<file path="config.mk">
export PLATFORM = sky130hd
export DESIGN_NAME = pll_relock_guard
export DESIGN_NICKNAME = d
export VERILOG_FILES = /design/src/rtl/prt_pkg.sv /design/src/rtl/prt_xtal_reg.sv /design/src/rtl/prt_pd_track.sv /design/src/rtl/prt_relock_cnt.sv /design/src/rtl/pll_relock_guard.sv
export SDC_FILE = /design/constraint.sdc
export NUM_CORES = 1
export LEC_CHECK = 0
export ABC_AREA = 1
export BUFFER_PORTS_ARGS = -buffer_cell sky130_fd_sc_hd__buf_4
export CELL_PAD_IN_SITES_DETAIL_PLACEMENT = 1
export CELL_PAD_IN_SITES_GLOBAL_PLACEMENT = 2
export CORE_AREA = 2 2 65 67
export DETAILED_ROUTE_END_ITERATION = 10
export DIE_AREA = 0 0 67 69
export GPL_ROUTABILITY_DRIVEN = 0
export PLACE_DENSITY_LB_ADDON = 0.05
export SYNTH_ARGS = -nofsm -noshare
export SYNTH_HDL_FRONTEND = slang
export SYNTH_SLANG_ARGS = --single-unit
</file>
<file path="constraint.sdc">
create_clock -name clk_osc -period 1.68 [get_ports clk_osc]
set_clock_uncertainty 0.2 [all_clocks]
set_input_delay 0.084 -clock clk_osc [delete_from_list [all_inputs] [get_ports clk_osc]]
set_output_delay 0.084 -clock clk_osc [all_outputs]
set_load 0.1 [all_outputs]
</file>
<file path="src/rtl/prt_pkg.sv">
// Package: shared types and helpers for the PLL relock ready timer.
// Assumes: nothing beyond IEEE 1800-2017.
package prt_pkg;

    // Phase of the relock timer.
    typedef enum logic [1:0] {
        RL_IDLE  = 2'd0,   // powered down or out of reset, not usable
        RL_COUNT = 2'd1,   // relock window running
        RL_READY = 2'd2    // count completed, PLL usable
    } relock_phase_e;

    // Width needed to hold a load value of 'load'.
    function automatic int relock_cnt_w(input int load);
        return (load < 2) ? 1 : $clog2(load + 1);
    endfunction

endpackage

</file>
<file path="src/rtl/prt_xtal_reg.sv">
// Module: crystal-select field holder with change detection.
// Holds the software-written crystal field and flags a write whose data
// differs from the held value. Assumes cfg_wr is a one-cycle strobe.
module prt_xtal_reg #(
    parameter int           XTAL_W   = 5,
    parameter logic [XTAL_W-1:0] XTAL_RST = '0
) (
    input  logic              clk,
    input  logic              rst_n,
    input  logic              wr,
    input  logic [XTAL_W-1:0] wdata,
    output logic [XTAL_W-1:0] xtal_q,
    output logic              changed
);

    // Detect a write that alters the stored field.
    always_comb begin
        changed = wr && (wdata != xtal_q);
    end

    // Store every write, also in power-down.
    always_ff @(posedge clk) begin
        if (!rst_n) begin
            xtal_q <= XTAL_RST;
        end else if (wr) begin
            xtal_q <= wdata;
        end
    end

endmodule

</file>
<file path="src/rtl/prt_pd_track.sv">
// Module: power-down tracker.
// Registers the power-down control and reports the power-down to normal
// transition. Reset takes the PLL as powered down, so a low control right
// after reset counts as a wake-up.
module prt_pd_track (
    input  logic clk,
    input  logic rst_n,
    input  logic pd,
    output logic pd_q,
    output logic wake
);

    // Wake-up when previously down and now up.
    always_comb begin
        wake = pd_q && !pd;
    end

    // Remember last sampled power-down level.
    always_ff @(posedge clk) begin
        if (!rst_n) begin
            pd_q <= 1'b1;
        end else begin
            pd_q <= pd;
        end
    end

endmodule

</file>
<file path="src/rtl/prt_relock_cnt.sv">
// Module: relock down counter with ready phase.
// Loads LOAD on restart, counts down once per clock and enters the ready
// phase on the edge the count reaches zero. Hold (power-down) forces the
// idle phase with the counter at zero and wins over restart.
module prt_relock_cnt
    import prt_pkg::*;
#(
    parameter int LOAD  = 32'h1200,
    localparam int CNT_W = relock_cnt_w(LOAD)
) (
    input  logic             clk,
    input  logic             rst_n,
    input  logic             hold,
    input  logic             restart,
    output logic [CNT_W-1:0] cnt_q,
    output logic             ready
);

    localparam logic [CNT_W-1:0] LOAD_V = CNT_W'(LOAD);
    localparam logic [CNT_W-1:0] ONE_V  = CNT_W'(1);

    relock_phase_e phase_q;

    // Ready only in the ready phase.
    always_comb begin
        ready = (phase_q == RL_READY);
    end

    // Counter and phase sequencing.
    always_ff @(posedge clk) begin
        if (!rst_n) begin
            cnt_q   <= '0;
            phase_q <= RL_IDLE;
        end else if (hold) begin
            cnt_q   <= '0;
            phase_q <= RL_IDLE;
        end else if (restart) begin
            cnt_q   <= LOAD_V;
            phase_q <= RL_COUNT;
        end else if (cnt_q != '0) begin
            cnt_q   <= cnt_q - ONE_V;
            phase_q <= (cnt_q == ONE_V) ? RL_READY : RL_COUNT;
        end
    end

endmodule

</file>
<file path="src/rtl/pll_relock_guard.sv">
// Module: top of the PLL relock ready timer.
// Combines the crystal field holder, power-down tracker and relock counter.
// The ready output is masked by the live power-down input so power-down
// removes it in the same cycle. The PLL select is the software request
// gated by ready. Assumes all inputs are synchronous to clk_osc.
module pll_relock_guard #(
    parameter int                XTAL_W      = 5,
    parameter logic [XTAL_W-1:0] XTAL_RST    = '0,
    parameter int                RELOCK_LOAD = 32'h1200,
    localparam int               CNT_W       = prt_pkg::relock_cnt_w(RELOCK_LOAD)
) (
    input  logic              clk_osc,
    input  logic              rst_osc_n,
    input  logic              cfg_wr,
    input  logic [XTAL_W-1:0] cfg_xtal,
    input  logic              pll_pd,
    input  logic              use_pll_req,
    output logic              pll_ready,
    output logic              sysclk_sel_pll
);

    logic [XTAL_W-1:0] xtal_q;
    logic              xtal_chg;
    logic              pd_q;
    logic              wake;
    logic              restart;
    logic [CNT_W-1:0]  cnt_q;
    logic              cnt_ready;

    prt_xtal_reg #(
        .XTAL_W   (XTAL_W),
        .XTAL_RST (XTAL_RST)
    ) u_xtal (
        .clk     (clk_osc),
        .rst_n   (rst_osc_n),
        .wr      (cfg_wr),
        .wdata   (cfg_xtal),
        .xtal_q  (xtal_q),
        .changed (xtal_chg)
    );

    prt_pd_track u_pd (
        .clk   (clk_osc),
        .rst_n (rst_osc_n),
        .pd    (pll_pd),
        .pd_q  (pd_q),
        .wake  (wake)
    );

    // Either qualifying change restarts the window.
    always_comb begin
        restart = xtal_chg || wake;
    end

    prt_relock_cnt #(
        .LOAD (RELOCK_LOAD)
    ) u_cnt (
        .clk     (clk_osc),
        .rst_n   (rst_osc_n),
        .hold    (pll_pd),
        .restart (restart),
        .cnt_q   (cnt_q),
        .ready   (cnt_ready)
    );

    // Outputs: ready masked by live power-down, select gated by ready.
    always_comb begin
        pll_ready      = cnt_ready && !pll_pd;
        sysclk_sel_pll = use_pll_req && pll_ready;
    end

endmodule

</file>
Yosys cells after proc, flatten, opt, wreduce, memory -nomap -nowiden:

Cells that the tools add are included.
Widths: inputs -> output; s select.

* bits in writable memories: 0
* output and inout port bits: 2
* input bits: 10
* bits in read-only memories: 0
* memories kept: 0
* bits in registers: 21
* logic and storage cells: 26
* latch bits: 0

* $mul: 0
* bitwise operators: 1
* reduce and logical (&&, ||, !) cells: 10
* equal/unequal tests: 3
* $lt $le $gt $ge: 0
* shift-type cells: 0
* add/sub/neg operators: 1
* div/mod/pow operators: 0
* multiplexer cells: 5

Operators by type and width (count)
* $mux 13: 2
* $eq 13x1->1 const B: 1
* $reduce_bool 13->1: 1
* $sub 13x1->13 const B: 1
* $ne 5x5->1: 1
* $logic_and 1x1->1: 4
* $reduce_or 3->1: 1
* $eq 2x2->1 const B: 1
* $mux 1: 2
* $mux 2: 1
* $reduce_bool 2->1: 1
* $reduce_or 2->1: 1
* $logic_not 1->1: 1
* $logic_or 1x1->1: 1
* $not 1->1: 1

Longest topological paths before layout:

* word-level depth: 4
* depth in mapped cells: 10
* mapped depth without buffers: 10

Cells and area by module:

From an unflattened synthesis, not the netlist that was laid out.

* cells, all modules: 179
* area, all modules: 1159.9 um^2

By module, submodules not included
* prt_relock_cnt: times used 1, cells an instance 124, area each 833.3 um^2, seq. area each 300.3 um^2
* prt_xtal_reg: times used 1, cells an instance 44, area each 266.5 um^2, seq. area each 100.1 um^2
* prt_pd_track: times used 1, cells an instance 5, area each 35.0 um^2, seq. area each 20.0 um^2
* pll_relock_guard: times used 1, cells an instance 6, area each 25.0 um^2, seq. area each 0.0 um^2

Worst setup path after synthesis:

OpenSTA, ideal clock, no wires.

* path type: register -> output
* start point: register u_cnt.phase_q[1]
* end point: output sysclk_sel_pll
* buffers on the path: 0
* stages on the path, launching flop included: 4
* arrival: 3.368 ns
* slack: -1.972 ns
* data required time: 1.396 ns
* cells stage by stage: dfxtp_1 inv_1 nor3_1 and2_1

* longest elaborated chain between the ends: 3

RTL lines
* start, declared: RTL line prt_relock_cnt.sv:22 `relock_phase_e phase_q;`
* start signal, assigned: RTL line prt_relock_cnt.sv:42 `phase_q <= (cnt_q == ONE_V) ? RL_READY : RL_COUNT;`
* $eq 2x2->1: RTL line prt_relock_cnt.sv:26 `ready = (phase_q == RL_READY);`
* $logic_and 1x1->1: RTL line pll_relock_guard.sv:68 `pll_ready = cnt_ready && !pll_pd;`
* named net pll_ready: RTL line pll_relock_guard.sv:18 `output logic pll_ready,`
* $logic_and 1x1->1: RTL line pll_relock_guard.sv:69 `sysclk_sel_pll = use_pll_req && pll_ready;`
* end, declared: RTL line pll_relock_guard.sv:19 `output logic sysclk_sel_pll`

The timed path passes the listed nets, and every way through them passes these cells.

==> summary.md <==
The run finished with clean final reports. For this run, asynchronously set or reset flops after synthesis account for 0%. The die covers 4623 µm².

The logs give 13 for the largest net degree at the start of global routing and 1 for the H-tree depth. From bottom edge to top edge, the die measures 69 µm. The tools report the total chip power as 1424 µW. The die is 67 µm wide. The min-delay analysis places its worst path in the category in2reg. The number of enable-type register cells in the synthesized netlist is 0, and the power density relative to cell area is 885.1 nW/µm². For the number of remaining DRC errors, the log shows 0. Measured against its own limit, the worst slew margin works out to 76.86%. The initial antenna violation count is 0. Setup violations remaining at the end of the flow were counted as 0. Along the worst path, the maximum fanout reaches 10. For the floorplan row count, the log shows 23. The total nets after synthesis is 187. The final critical path takes up 96.05% of the cycle. The wire length of the first global-routing pass was 5.168 mm; the placed standard-cell area was 1359 µm². The kind of end point of the critical path was a flop. The library cell used most frequently in the layout, excluding fill and tap cells, is nand2_1. Wires add up to 2.984 mm. The worst setup path is launched from a primary input. STA puts the critical path data arrival time at 1.57 ns. The remaining antenna violation count after routing came out at 0.

During synthesis, Yosys emitted a total of 0 warnings. The analysis attributes to cell leakage a power of 0.0008305 µW. The run gives 21 as the number of library cell types mapped by synthesis. TritonCTS built the clock tree.

For flop-to-flop paths, the worst setup slack is 0.08 ns. The netlist area before placement was 1172 µm²; the layout net count was 223. The wire length per cell after detailed routing came out at 11.52 µm.

Buffers inserted during clock tree synthesis total 3. The leading register cell type out of synthesis was dfxtp_1. The iteration count of the initial detailed-routing pass was 4. The core region is 3914 µm². The total half-perimeter wirelength after legalization and detailed placement is 2.196 mm, and the synthesized area per cell is 6.738 µm².

The routed layout has 1121 vias. The tools report the combined area of the multi-input logic cells as 689.4 µm². Dividing the detail-routed via count by the number of cells gives 4.328.

In the post-synthesis netlist, the biggest area contributors are dfxtp_1 (36%), nand2_1 (13%), nor2_1 (12%), inv_1 (8.6%), xor2_1 (4.5%). The count of buffers added on input and output ports is 11. Clock tree synthesis selected as its root buffer the cell clkbuf_8.

STA puts the critical path data required time at 1.63 ns. The area of all sequential standard cells was 422.9 µm². The logs give 35.86% for the register area share after synthesis and 0 for the number of failing hold endpoints at the final stage. The logs give 0 for the number of max-capacitance violations reported and 619.7 MHz for the fmax.

For the global-route congestion overflow total, the log shows 0. Global routing used 14.22% of the available tracks across all layers. The tools report the via count of the first global-routing pass as 1210. At the pin with the least slew margin, the transition time is 0.3459 ns. The run gives 16 as the violation count after the first detailed-route iteration. Layout cell share with drive strength beyond 1: 24.40%. The layout has 517 filler cells. Subtracting the final worst setup slack from the clock period gives 1.614 ns. The number of top-level pins was 12. The library cells used most frequently in the layout, excluding fill and tap cells, are nand2_1 (39), nor2_1 (31), inv_1 (25). The clock network latency to the later pin of the worst-skew pair was 0.27 ns. Setup repair after global routing could not meet its margin everywhere. The largest vdd supply drop is 322.0 µV, and the area share of the largest cell type after synthesis is 35.86%. For this configuration, the core starts out at a cell density of 29.96%.

The biggest area consumer among synthesized cells was dfxtp_1. By startpoint and endpoint, the worst setup path is classified as in2reg. Post-route standard cell area excluding fillers: 1609 µm².

Synthesis produced a netlist whose cell count is 174. The sink count of the clock tree was 21. The max-slew violation total from the final report was 0; the total of flip-flops plus latches after synthesis was 21. In this run the deepest clock path goes through 2 buffers. The number of antenna diodes in the final layout is 0. Relative to the synthesized area, the layout overhead comes to 37.25%.

Clock-pin slew was measured on the worst setup and hold paths at 0.08 ns.
==> routing by layer <==
layer / wire length, µm / vias up / global-route usage, %
li1: - / 589 / -
met1: 1240 / 517 / 16.09
met2: 1668 / 10 / 26.95
met3: 42 / 5 / 1.468
met4: 33 / 0 / 4.082
met5: 0 / - / 0
==> where the power goes <==
part / total [µW] / internal, µW / switching [µW]
registers: 553 / 527 / 26.2
logic: 521 / 229 / 291
clock network: 350 / 169 / 181
total: 1420 / 925 / 499
==> registers in the layout (all words and copies together) (netlist names) <==
register / cells
u_pd.pd_q: 1
u_cnt.phase_q: 2
u_xtal.xtal_q: 5
u_cnt.cnt_q: 13
==> through the flow <==
stage               cells  utilization [%]  setup slack (ns)  TNS [ns]  hold slack (ns)
detailed placement    239            34.72          -0.03113  -0.03822           0.1440
global placement      239            34.72           0.04326         0           0.1273
floorplan             174                -           -0.1921   -0.1921          0.01891
global route          259            41.11          -0.05735  -0.07671           0.1957
CTS                   255            39.07           0.03579         0          0.09276
finish                259            41.11           0.06639         0           0.1307
==> what timing repair did <==
action,in CTS,in global routing
setup endpoints to repair,3,17
setup buffers,0,2
pin swaps,0,4
hold endpoints to repair,9,0
resized for setup,1,21
gates cloned,0,2
hold buffers,12,0
==> worst paths after layout <==
check | startpoint | endpoint | depth (start not counted)
worst max-delay path | cfg_wr | u_xtal.xtal_q[1]$_SDFFE_PN0P_ | 6
worst min-delay path | pll_pd | u_cnt.phase_q[0]$_SDFFE_PP0P_ | 6
worst max register to register | u_cnt.cnt_q[8]$_SDFFE_PP0P_ | u_cnt.phase_q[0]$_SDFFE_PP0P_ | 9
worst min register to register | u_cnt.cnt_q[11]$_SDFFE_PP0P_ | u_cnt.cnt_q[11]$_SDFFE_PP0P_ | 3
==> Yosys cell counts, types with 2 or more instances <==
library cell	count
o21ai_0	7
nand2_2	3
nand3_1	8
nor2_1	36
xor2_1	6
inv_1	27
buf_6	2
nor2_2	3
xnor2_1	3
nand2_1	40
dfxtp_1	21
nor2_4	3
o21ai_2	2
ha_1	3
a21oi_1	3
and2_1	2
==> worst max-delay path: stages <==
cell	delay, ns
dlygate4sd3_1	0.53
buf_4	0.17
inv_1	0.07
nor2_1	0.11
nor2_1	0.05
dlygate4sd3_1	0.55
==> logic make-up after synthesis <==
kind of cell	Yosys count	share of synthesized area, %
AND/OR/NAND/NOR	98	36.93
buffers and inverters	30	10.89
flip-flops	21	35.86
AO/OA/AOI/OAI	13	6.403
XOR/XNOR	9	6.724
adder cells (fa/ha/maj)	3	3.202
==> layout make-up <==
type / instances / area share, %
multi-input cells: 124 / 42.85
flip-flops and latches: 21 / 26.28
repair buffers: 33 / 17.88
inverters: 27 / 6.299
well taps: 50 / 3.888
clock buffers: 4 / 2.799
(Power assumes the default switching activity.)
